**config.mk**
```make
export PLATFORM = sky130hd
export DESIGN_NAME = wkup_flag
export DESIGN_NICKNAME = d
export VERILOG_FILES = /design/src/rtl/wkup_flag.sv
export SDC_FILE = /design/constraint.sdc
export NUM_CORES = 1
export LEC_CHECK = 0
export ABC_AREA = 0
export BUFFER_PORTS_ARGS = -buffer_cell sky130_fd_sc_hd__buf_2
export CAP_MARGIN = 25
export CORE_MARGIN = 2
export CORE_UTILIZATION = 30
export DETAILED_ROUTE_END_ITERATION = 8
export HOLD_SLACK_MARGIN = 0.12
export PLACE_DENSITY = 0.5
export SKIP_LAST_GASP = 1
export SLEW_MARGIN = 30
export SYNTH_ARGS = -nofsm -noshare
export SYNTH_HDL_FRONTEND = slang
export SYNTH_SLANG_ARGS = --single-unit
```
**constraint.sdc**
```tcl
create_clock -name clk -period 2.1 [get_ports clk]
set_clock_uncertainty 0.2 [all_clocks]
set_input_delay 0.21 -clock clk [delete_from_list [all_inputs] [get_ports clk]]
set_output_delay 0.21 -clock clk [all_outputs]
set_load 0.05 [all_outputs]
```
**src/rtl/wkup_flag.sv**
```systemverilog
module wkup_flag #(
  parameter int NUM_SRC = 4
) (
  input  logic               clk,
  input  logic               rst_n,
  input  logic [NUM_SRC-1:0] wk_pin,
  input  logic               cfg_wr,
  input  logic [NUM_SRC-1:0] cfg_en,
  input  logic [NUM_SRC-1:0] cfg_lvl,
  input  logic               clr_stb,
  input  logic               stby,
  output logic               flag,
  output logic               wake_req,
  output logic               imm_wake
);

  logic [NUM_SRC-1:0] meta_q, sync_q, prev_q;
  logic [NUM_SRC-1:0] en_q, lvl_q;
  logic [NUM_SRC-1:0] rise, hit;
  logic               set_any;

  always_ff @(posedge clk or negedge rst_n) begin
    if (!rst_n) begin
      meta_q <= '0;
      sync_q <= '0;
      prev_q <= '0;
    end else begin
      meta_q <= wk_pin;
      sync_q <= meta_q;
      prev_q <= sync_q;
    end
  end

  always_ff @(posedge clk or negedge rst_n) begin
    if (!rst_n) begin
      en_q  <= '0;
      lvl_q <= '0;
    end else if (cfg_wr) begin
      en_q  <= cfg_en;
      lvl_q <= cfg_lvl;
    end
  end

  // per-pin detection ahead of the OR
  assign rise    = sync_q & ~prev_q;
  assign hit     = en_q & ((lvl_q & sync_q) | (~lvl_q & rise));
  assign set_any = |hit;

  always_ff @(posedge clk or negedge rst_n) begin
    if (!rst_n)        flag <= 1'b0;
    else if (set_any)  flag <= 1'b1;
    else if (clr_stb)  flag <= 1'b0;
  end

  assign wake_req = stby & flag;
  assign imm_wake = flag | (|(en_q & lvl_q & sync_q));

  p_set_wins_r5: assert property (@(posedge clk) disable iff (!rst_n)
    set_any |=> flag);

  p_clear_drops_r4: assert property (@(posedge clk) disable iff (!rst_n)
    (clr_stb && !set_any) |=> !flag);

  p_sticky_r11: assert property (@(posedge clk) disable iff (!rst_n)
    (flag && !clr_stb) |=> flag);

  p_no_enable_r3: assert property (@(posedge clk) disable iff (!rst_n)
    (en_q == '0 && !flag) |=> !flag);

  p_cfg_hold_r12: assert property (@(posedge clk) disable iff (!rst_n)
    !cfg_wr |=> ($stable(en_q) && $stable(lvl_q)));

endmodule

```
==> results of run 1 <==
[report_power, final]
group	total [mW]	leakage [nW]	internal [mW]	switching [mW]
logic	0.126	0.236	0.0650	0.0615
clock network	0.181	0.0150	0.0738	0.108
registers	0.454	0.244	0.434	0.0201
[worst max-delay path, cell delays in order (launching register included)]
cell and delay [ps]:
sky130_fd_sc_hd__dfrtp_1 410, sky130_fd_sc_hd__a31oi_1 170, sky130_fd_sc_hd__nand4_1 110, sky130_fd_sc_hd__buf_2 220
[cells by family (layout without fill, tap and decap cells)]
kind of cell,Yosys count,count (layout),share of synthesized area (%)
AO/OA/AOI/OAI,5,5,5.01
AND/OR/NAND/NOR,7,7,5.34
flip-flops,21,21,70.1
multiplexers,8,8,16.0
buffers and inverters,5,41,3.51
[flip-flops by register name (all words and copies together), names as in the netlist]
| signal | count |
|---|---|
| en_q | 4 |
| lvl_q | 4 |
| prev_q | 4 |
| sync_q | 4 |
| meta_q | 4 |
| flag | 1 |
[layout make-up]
type / instances / area (um^2)
Clock buffer: 4 / 26.3
Fill cell: 229 / 1400
Inverter: 4 / 15.0
Multi-Input combinational cell: 20 / 198
Sequential cell: 21 / 526
Tap cell: 30 / 37.5
Timing Repair Buffer: 33 / 235
[layout by cell type (no fill, tap or decap)]
| master | instances |
|---|---|
| sky130_fd_sc_hd__a31oi_1 | 1 |
| sky130_fd_sc_hd__a32oi_1 | 1 |
| sky130_fd_sc_hd__and2_1 | 1 |
| sky130_fd_sc_hd__buf_2 | 19 |
| sky130_fd_sc_hd__clkbuf_1 | 1 |
| sky130_fd_sc_hd__clkbuf_4 | 3 |
| sky130_fd_sc_hd__dfrtp_1 | 21 |
| sky130_fd_sc_hd__dlygate4sd3_1 | 14 |
| sky130_fd_sc_hd__inv_1 | 4 |
| sky130_fd_sc_hd__mux2_4 | 8 |
| sky130_fd_sc_hd__nand2b_1 | 1 |
| sky130_fd_sc_hd__nand3_1 | 3 |
| sky130_fd_sc_hd__nand4_1 | 2 |
| sky130_fd_sc_hd__o211ai_1 | 3 |
[path summary, 6_finish.rpt]
kind                            from   endpoint  slack, ps  cells after the start
min reg2reg                meta_q[2]  sync_q[2]        160                      0
max reg2reg                 lvl_q[0]       flag        930                      3
min                        meta_q[2]  sync_q[2]        160                      0
max                         lvl_q[0]   imm_wake        500                      3
max in group asynchronous      rst_n  meta_q[2]       1200                      2
min in group asynchronous      rst_n   lvl_q[1]        190                      2
[metal layers]
layer  GRT usage (%)  up-vias
li1                -      232
met1            11.0      232
met2            17.3       13
met3            1.67        2
met4            8.75        0
met5               0        -
[stage by stage]
step	util (%)	instance area (um^2)	hold WS (ps)
final	42.6	1040	160
after global routing	42.6	1040	156
after global placement	35.8	871	-20.2
after floorplan	-	749	-286
after detailed placement	35.8	871	-15.1
after CTS	42.6	1040	162
==> results.md, run 1 <==
Drt:
- After detailed routing, the met2 layer carries 621 um of wire.
- The number of antenna-violating nets in the routed design is 0.
- For this run, the detailed router's first-pass iteration total came to 1.
- After detailed routing, the number of vias per cell comes to 4.28.
- After detailed routing, the average wire length per cell comes to 11.4 um.
- The detailed route wirelength on metal3 is 62 um.
- The final route contains 479 vias.
- After detailed routing, no signal wire sits above met4.
- The total DRC errors in the routed layout is 0.
- The final layout contains routed wiring with a total length of 1280 um.
- For this block, the initial DRC count from the detailed router was 0.
- The met1 wire length is 571 um.

Die:
- The starting utilization of the core area is 30.8%.
- The number of primary I/O pins is 20.
- Measured along the x axis, the die boundary spans 54.0 um.
- The die area is 0.00291 mm^2.
- The core outline area is 0.00243 mm^2.
- The floorplan has 18 rows.
- The height of the die is 54.0 um.

Clock network:
- The H-tree depth is 1.
- The number of setup buffers added after CTS is 0.
- The tree is rooted in a sky130_fd_sc_hd__clkbuf_4.
- The CTS buffer count is 3.
- Hold repair after CTS inserted 14 buffers.
- The clock net in this run drives a total of 21 sinks.
- For the worst-skew pair, the clock arrives at the later sink with an insertion delay of 290 ps.
- The longest clock path from root to sink contains 2 buffers.
- The post-cts gate resize count is 0.
- TritonCTS built the clock tree.
- The clock transition at the registers of the reported paths is 100 ps.

GRT:
- The total global-route track usage is 10.2%.
- The via count of the first global-routing pass was 478.
- Entering global routing, the biggest net connects 22 pins.
- The initial antenna violation count is 0.
- The first global-routing pass estimated 1980 um of wire.
- The residual overflow from global routing is 0.

Pwr:
- For this design the static power due to leakage is 0.494 nW.
- VDD sags by at most 0.258 mV.
- Total power for the finished layout comes to 0.762 mW.
- For this design the ratio of total power to cell area is 735 mW/mm^2.

Yosys:
- The share of the Yosys chip area taken by registers is 70.1%.
- The mapped cell area is 749 um^2.
- The async set-or-reset flop fraction in the synthesized netlist is 100%.
- Counting every net in the synthesized netlist gives 63.
- The number of synthesized register bits is 21.
- In this run the mean area of a mapped cell was 16.3 um^2.
- The number of library cell types mapped by synthesis is 11.
- Summed over all instances, the cell type with the most area after synthesis is sky130_fd_sc_hd__dfrtp_1.
- Counting flops with a built-in enable in the synthesized netlist gives 0.
- Of the post-synthesis cell area, the dominant cell type holds 70.1%.
- The most frequent cell after synthesis is sky130_fd_sc_hd__dfrtp_1.
- The cell count after synthesis came out at 46.
- During synthesis, Yosys emitted a total of 0 warnings.
- Yosys attributes the largest share of cell area to sky130_fd_sc_hd__dfrtp_1, sky130_fd_sc_hd__mux2_4, sky130_fd_sc_hd__o211ai_1, sky130_fd_sc_hd__nand3_1, sky130_fd_sc_hd__inv_1.
- Ranked by instance count, the synthesized netlist is headed by sky130_fd_sc_hd__dfrtp_1, sky130_fd_sc_hd__mux2_4, sky130_fd_sc_hd__inv_1.
- In the synthesized netlist the dominant register cell turns out to be sky130_fd_sc_hd__dfrtp_1.

Timing:
- The maximum clock rate is 0.624 GHz.
- The slew at the pin closest to its max-slew limit is 454 ps.
- In the finished design, the share of the clock period the worst path needs comes to 76.3%.
- The worst pin sits at a relative slew slack of 69.8%.
- The total negative slack for setup checks is 0 ps.
- The total count of max-transition violations in the final report was 0.
- The number of failing hold endpoints at the final stage came to 0.
- Counting I/O delays and the setup requirement, the final critical path takes 1600 ps.
- Setup repair after global routing left no endpoint under its margin.
- Setup violations remaining at the end of the flow were counted as 0.
- The setup slack of the critical path after layout is 498 ps.

Cells and area:
- From synthesis to final layout, the design area changed by 38.4%.
- The number of antenna diodes in the final layout is 0.
- The share of post-route cells with drive strength above 1 is 36.6%.
- The final net count is 100.
- The non-filler instance count after layout is 112.

Place:
- The HPWL after detailed placement is 886 um.
- The worst slack at placement is 831 ps.
- In this run the tool buffered the top-level ports with 19 buffer cells.
- At the end of routability-driven placement, the weighted congestion stood at 0.606.
- After detailed placement, the design holds a cell count of 94.

Worst setup path:
- The arrival time at the worst endpoint is 1190 ps.
- The endpoint type of the worst setup path is an output port.
- At the worst endpoint, the required time is 1690 ps.
- The critical setup path kind is flop to output port.
- The launching element type of the critical path is a flop.
- Along the worst path, the maximum fanout reaches 3.

Status:
- The run finished with clean final reports.

Job:
- The tool flagged a number of max-cap violations equal to 0.

Hold path:
- The min-delay analysis places its worst path in the category flop to flop.
Note: power is estimated with default switching activity, not from simulation.
==> run 2: changes to the inputs <==
Settings changed: PLACE_DENSITY 0.5 to 0.52.
Clock period 2.1 ns to 1.3 ns, I/O delays scaled along.
==> run 2 against run 1 <==
The flow now finishes with violations (negative setup slack). Sequential cell count is the same. Hold slack lost 62 ps. Routed wire length grew 2.1%. Via count grew 4.0%. Total power grew 69%. Sequential power grew 62%. Utilization grew 3.0 points. Combinational power grew 100%. Non-clock buffer count grew 4. Clock-buffer cell count shrank 1. Clock power grew 65%. Critical path depth is the same. Critical path type unchanged. Largest cell class unchanged. Highest routed layer is now met3.
==> results.md, run 2 (same netlist as run 1, synthesis figures left out) <==
Pwr:
- The cell leakage power is 0.529 nW (+7.0%).
- The power density normalized to cell area came to 1160 mW/mm^2 (+58%).
- The largest voltage drop on the vdd net is 1.01 mV (+290%).
- The power share of the sequential group is 57.1% (-2.5 points).
- The cell-internal power is 0.965 mW (+68%).
- The switching share of power is 25.3% (+0.50 points).
- The overall power of the completed layout is 1.29 mW (+69%).
- The combinational share of power is 19.8% (+3.2 points).
- The clock network fraction of design power came to 23.1% (-0.7 points).
- The switching power summed over all nets is 0.327 mW (+73%).

Cells and area:
- The number of fill cells in the layout is 234 (+2.2%).
- The antenna diode count came to 0 (unchanged).
- The area of the multi-input gates is 206 um^2 (+4.4%).
- In the layout the commonest cells are sky130_fd_sc_hd__dfrtp_1, sky130_fd_sc_hd__buf_2, sky130_fd_sc_hd__dlygate4sd3_1.
- The non-filler instance count after layout is 116 (+3.6%).
- The most common cell after layout, fill and taps aside is sky130_fd_sc_hd__dfrtp_1.
- The share of post-route cells with drive strength above 1 came to 43.0% (+6.4 points).
- The area added between synthesis and finish is 48.2%.
- The flip-flop and latch area was 527 um^2 (+0.24%).
- The final net count was 104 (+4.0%).
- The total non-filler cell area in the finished layout is 0.00111 mm^2 (+7.1%).

Worst setup path:
- The arrival time at the worst endpoint is 1180 ps (about the same).
- Tracing the worst setup path back leads to its startpoint at lvl_q[0].
- The peak fanout along the critical path is 2 (-1).
- The worst setup path is launched from a flop.
- The critical setup path kind is flop to output port.
- The data required time of the worst path is 970 ps (-720 ps).
- The critical path goes through a31oi_2 -> nand4_1 -> buf_6.
- The critical path's largest stage delay is 410 ps (about the same).
- In this run the critical register-to-register path is launched from lvl_q[0].
- The endpoint type of the worst setup path is an output port.
- The standard cell with the maximum stage delay on the critical path is sky130_fd_sc_hd__dfrtp_1.

Place:
- The HPWL after detailed placement came to 899 um (+1.5%).
- The final weighted congestion in routability-driven placement is 0.660 (+9.0%).
- The number of placed instances, taps included is 94 (unchanged).
- The worst slack at placement was 66.4 ps (-765 ps).
- The count of input and output buffers is 19 (unchanged).
- The area after detailed placement is 873 um^2 (+0.29%).

GRT:
- The pin count of the biggest net entering global routing came to 22 (unchanged).
- The initial antenna violation count is 0 (unchanged).
- The residual overflow from global routing is 0 (unchanged).
- The via count of the first global-routing pass came to 535 (+12%).
- The total global-route track usage was 11.4% (+1.2 points).
- The first-pass GRT wire length is 2320 um (+17%).

Drt:
- The iteration count of the initial detailed-routing pass is 3 (+2).
- The wire length reported by the detailed router is 1310 um (+2.1%).
- The via density per instance came to 4.29 (+0.38%).
- The total DRC errors in the routed layout came to 0 (unchanged).
- The overall via count from detail_route is 498 (+4.0%).
- The number of DRC violations after detailed-routing iteration 0 is 4 (+4).
- The detailed-route wire length per cell came to 11.3 um (-1.4%).
- The number of antenna-violating nets in the routed design came to 0 (unchanged).

Timing:
- The count of endpoints failing setup in the final report is 3 (+3).
- The number of failing hold endpoints at the final stage is 0 (unchanged).
- The total negative slack for setup checks is -403 ps (-403 ps).
- The slew at the pin closest to its max-slew limit is 448 ps (-5.94 ps).
- The maximum clock rate is 0.662 GHz.
- Setup repair after global routing could not meet its margin everywhere.
- The remaining max-slew budget at the tightest pin was 70.2% (+0.40 points).
- The time the worst path needs with I/O delays and setup is 1510 ps.
- The setup slack of the critical path after layout is -210 ps (-708 ps).
- The total count of max-transition violations in the final report is 0 (unchanged).
- The post-route fraction of the period consumed by the critical path is 116%.

Clock network:
- The clock sink total was 21 (unchanged).
- TritonCTS built the clock tree.
- The root buffer cell is sky130_fd_sc_hd__clkbuf_4.
- The H-tree depth was 1 (unchanged).
- The maximum buffer depth of the clock tree came to 2 (unchanged).
- The clock transition at the registers of the reported paths came to 110 ps (about the same).
- The clock latency at the later pin of the worst-skew pair is 290 ps (about the same).
- The CTS buffer count is 3 (unchanged).

Die:
- The starting utilization of the core area is 30.8% (unchanged).
- The number of primary I/O pins is 20 (unchanged).
- The height of the die was 54.0 um (unchanged).
- The core outline area is 0.00243 mm^2 (unchanged).
- The die area was 0.00291 mm^2 (unchanged).
- The number of core rows is 18 (unchanged).
- The die outline width came to 54.0 um (unchanged).

Status:
- The checks that failed: negative setup slack.
- The run finished, with violations left.

Job:
- The count of max-cap constraint violations was 0 (unchanged).

Hold path:
- The worst hold-check path type is input pin to async pin.
[run 2: metal layers]
metal / wire, um / up-vias / track usage, %
met4: 0 / 0 / 2.50
met1: 616 / 246 / 13.2
met2: 612 / 13 / 19.3
met3: 80 / 0 / 5.28
li1: - / 239 / -
met5: 0 / - / 0
[run 2: final timing paths]
path                            depth (start not counted)  slack, ps        end
worst max-delay path                                    3       -210   imm_wake
max in group asynchronous                               2        470       flag
worst max register to register                          4         20       flag
worst min register to register                          0        160  sync_q[2]
min in group clk                                        0        160  sync_q[2]
worst min-delay path                                    2        100   lvl_q[1]
[run 2: timing repair]
item,in CTS,in global routing
hold buffers,15,0
resized for setup,8,3
endpoints found under the hold margin,34,0
buffers inserted,3,0
setup endpoints to repair,3,4
pin swaps,1,2
[run 2: power by group through the flow]
| stage | Combinational, mW | Clock (mW) | Sequential (mW) |
|---|---|---|---|
| 4_1_cts | 0.251 | 0.324 | 0.735 |
| 3_5_place_dp | 0.175 | 0 | 0.750 |
| 5_1_grt | 0.279 | 0.362 | 0.744 |
| 2_1_floorplan | 0.103 | 0 | 0.757 |
| 6_report | 0.256 | 0.299 | 0.737 |
| 3_3_place_gp | 0.172 | 0 | 0.746 |
[run 2: through the flow]
stage	utilization [%]	hold slack, ps
6_report	45.7	97.6
5_1_grt	45.7	122
4_1_cts	45.1	112
3_5_place_dp	35.9	-92.2
3_3_place_gp	35.9	-97.5
2_1_floorplan	-	-366
[run 2: critical path: cells and delay by family, from the launching register on]
kind | cells | cell delay (ps)
AO/OA/AOI/OAI | 1 | 190
buffers and inverters | 1 | 170
flip-flops | 1 | 410
AND/OR/NAND/NOR | 1 | 120
[run 2: layout make-up]
class / instances / share of cell area (%)
Timing Repair Buffer: 37 / 26.8
Clock buffer: 3 / 2.03
Clock inverter: 1 / 0.450
Multi-Input combinational cell: 20 / 18.6
Sequential cell: 21 / 47.4
Tap cell: 30 / 3.38
Inverter: 4 / 1.35
==> run 3: changes to the inputs <==
Settings changed: PLACE_DENSITY 0.52 to 0.5.
Clock period 1.3 ns to 1.7 ns, I/O delays scaled along.
==> run 3 against run 2 <==
The flow now finishes without violations. Critical path depth is the same. Combinational power shrank 38%. Cell area fell by 5.7%. Via count fell by 2.8%. Non-clock buffer count decreased by 3. Global-route usage is 1.2 points lower. Sequential share of layout area rose by 2.8 points. Cell count fell by 2.6%. Utilization down 2.6 points. Total power decreased by 27%.
==> results.md, run 3 (same netlist as run 1, synthesis figures left out) <==
Place:
- The number of placed instances, taps included is 94 (unchanged).
- The count of input and output buffers was 19 (unchanged).
- The final weighted congestion in routability-driven placement was 0.606 (-8.3%).
- The HPWL after detailed placement is 886 um (-1.4%).

Die:
- The number of core rows came to 18 (unchanged).
- The starting utilization of the core area is 30.8% (unchanged).
- The die outline width came to 54.0 um (unchanged).
- The number of primary I/O pins is 20 (unchanged).
- The height of the die was 54.0 um (unchanged).
- The core outline area was 0.00243 mm^2 (unchanged).
- The die area was 0.00291 mm^2 (unchanged).

Worst setup path:
- The arrival time at the worst endpoint came to 1190 ps (about the same).
- The startpoint identified for the worst register-to-register timing path is lvl_q[0].
- The cell count of the worst reg-to-reg path was 3 (-1).
- The worst setup path is of the flop to output port kind.
- The worst setup slack for register-to-register paths is 530 ps (+510 ps).
- In this run the critical register-to-register path is captured at flag.
- The launching element type of the critical path is a flop.
- The peak fanout along the critical path came to 3 (+1).
- The endpoint type of the worst setup path is an output port.
- The data required time of the worst path is 1330 ps (+360 ps).

Cells and area:
- The final net count is 101 (-2.9%).
- The most common cell after layout, fill and taps aside is sky130_fd_sc_hd__dfrtp_1.
- The share of post-route cells with drive strength above 1 came to 36.1% (-6.9 points).
- The area added between synthesis and finish is 39.7%.
- Leaving out fill and tap cells, the most frequent cells in the layout are sky130_fd_sc_hd__dfrtp_1, sky130_fd_sc_hd__buf_2, sky130_fd_sc_hd__dlygate4sd3_1.
- The non-filler instance count after layout came to 113 (-2.6%).
- The antenna diode count was 0 (unchanged).

Clock network:
- In this run the clock root is driven by a sky130_fd_sc_hd__clkbuf_4.
- The maximum buffer depth of the clock tree came to 2 (unchanged).
- TritonCTS built the clock tree.
- The clock latency at the later pin of the worst-skew pair is 290 ps (about the same).
- The clock transition at the registers of the reported paths is 110 ps (about the same).
- The H-tree depth came to 1 (unchanged).
- The CTS buffer count is 3 (unchanged).
- The clock sink total is 21 (unchanged).
- The number of post-CTS setup repair buffers is 0 (-3).

Timing:
- The total count of max-transition violations in the final report is 0 (unchanged).
- For the finished layout, the period the worst path requires is 1560 ps.
- The count of endpoints failing setup in the final report is 0 (-3).
- The slew at the pin closest to its max-slew limit is 455 ps (+7.34 ps).
- The final hold slack came to 145 ps (+47.4 ps).
- The number of failing hold endpoints at the final stage came to 0 (unchanged).
- The total negative slack for setup checks is 0 ps (+403 ps).
- In the finished design, the share of the clock period the worst path needs comes to 91.8%.
- The remaining max-slew budget at the tightest pin came to 69.7% (-0.49 points).
- The maximum clock rate is 0.641 GHz.
- Setup repair after global routing left no endpoint under its margin.

GRT:
- The residual overflow from global routing is 0 (unchanged).
- The total global-route track usage is 10.2% (-1.2 points).
- The first-pass GRT wire length is 1980 um (-15%).
- The via count of the first global-routing pass is 478 (-11%).
- The initial antenna violation count is 0 (unchanged).
- The pin count of the biggest net entering global routing is 22 (unchanged).

Job:
- The count of max-cap constraint violations is 0 (unchanged).

Drt:
- The overall via count from detail_route came to 484 (-2.8%).
- The total DRC errors in the routed layout is 0 (unchanged).
- The wire length reported by the detailed router was 1290 um (-1.8%).
- The detailed-route wire length per cell was 11.4 um (+0.85%).
- The via density per instance is 4.28 (-0.23%).
- The number of antenna-violating nets in the routed design was 0 (unchanged).
- The iteration count of the initial detailed-routing pass is 3 (unchanged).
- The number of DRC violations after detailed-routing iteration 0 came to 1 (-3).

Hold path:
- The tightest min-delay check is of the input pin to async pin type.

Pwr:
- The power density normalized to cell area is 902 mW/mm^2 (-22%).
- The cell leakage power is 0.499 nW (-5.8%).
- The largest voltage drop on the vdd net is 0.320 mV (-68%).

Status:
- The flow ran to the end, and the final reports show no timing, DRC or antenna violations.
## run 3: through the flow
step | power (mW) | worst slack [ps] | util, % | area (um^2)
3_5_place_dp | 0.705 | 471 | 35.8 | 871
2_1_floorplan | 0.657 | 57.7 | - | 749
4_1_cts | 0.960 | 117 | 42.6 | 1040
3_3_place_gp | 0.701 | 499 | 35.8 | 871
5_1_grt | 0.998 | 47.2 | 43.1 | 1050
6_report | 0.945 | 139 | 43.1 | 1050
## run 3: what timing repair did
action / CTS / global route
resized for setup: 0 / 0
endpoints found under the hold margin: 34 / 5
hold buffers: 14 / 1
## run 3: layout make-up
class,count,area [um^2]
flip-flops and latches,21,526
multi-input cells,20,198
clock buffers,4,26.3
well taps,30,37.5
inverters,4,15.0
fillers,231,1390
repair buffers,34,245
## run 3: worst max-delay path by stage
stage | endpoint | depth (start not counted) | start
final | imm_wake | 3 | en_q[0]
after global routing | imm_wake | 3 | lvl_q[0]
after CTS | imm_wake | 3 | lvl_q[0]
after detailed placement | imm_wake | 3 | en_q[0]
after global placement | imm_wake | 3 | en_q[0]
after floorplan | imm_wake | 2 | flag
## run 3: metal layers
metal | up-vias | global-route usage, % | routed length (um)
met3 | 2 | 1.67 | 62
met1 | 235 | 11.0 | 588
met5 | - | 0 | 0
met4 | 0 | 8.75 | 27
li1 | 234 | - | -
met2 | 13 | 17.3 | 608
## run 3: worst max-delay path, cell delays in order (launching register included)
cell,delay (ps)
sky130_fd_sc_hd__dfrtp_1,410
sky130_fd_sc_hd__a31oi_1,170
sky130_fd_sc_hd__nand4_1,110
sky130_fd_sc_hd__buf_2,220
## run 3: report_power, final
part	internal, mW	total [mW]	leakage, nW	switching [mW]
registers	0.536	0.561	0.244	0.0246
logic	0.0818	0.158	0.240	0.0763
clock network	0.0911	0.225	0.0150	0.134
total	0.709	0.945	0.499	0.235
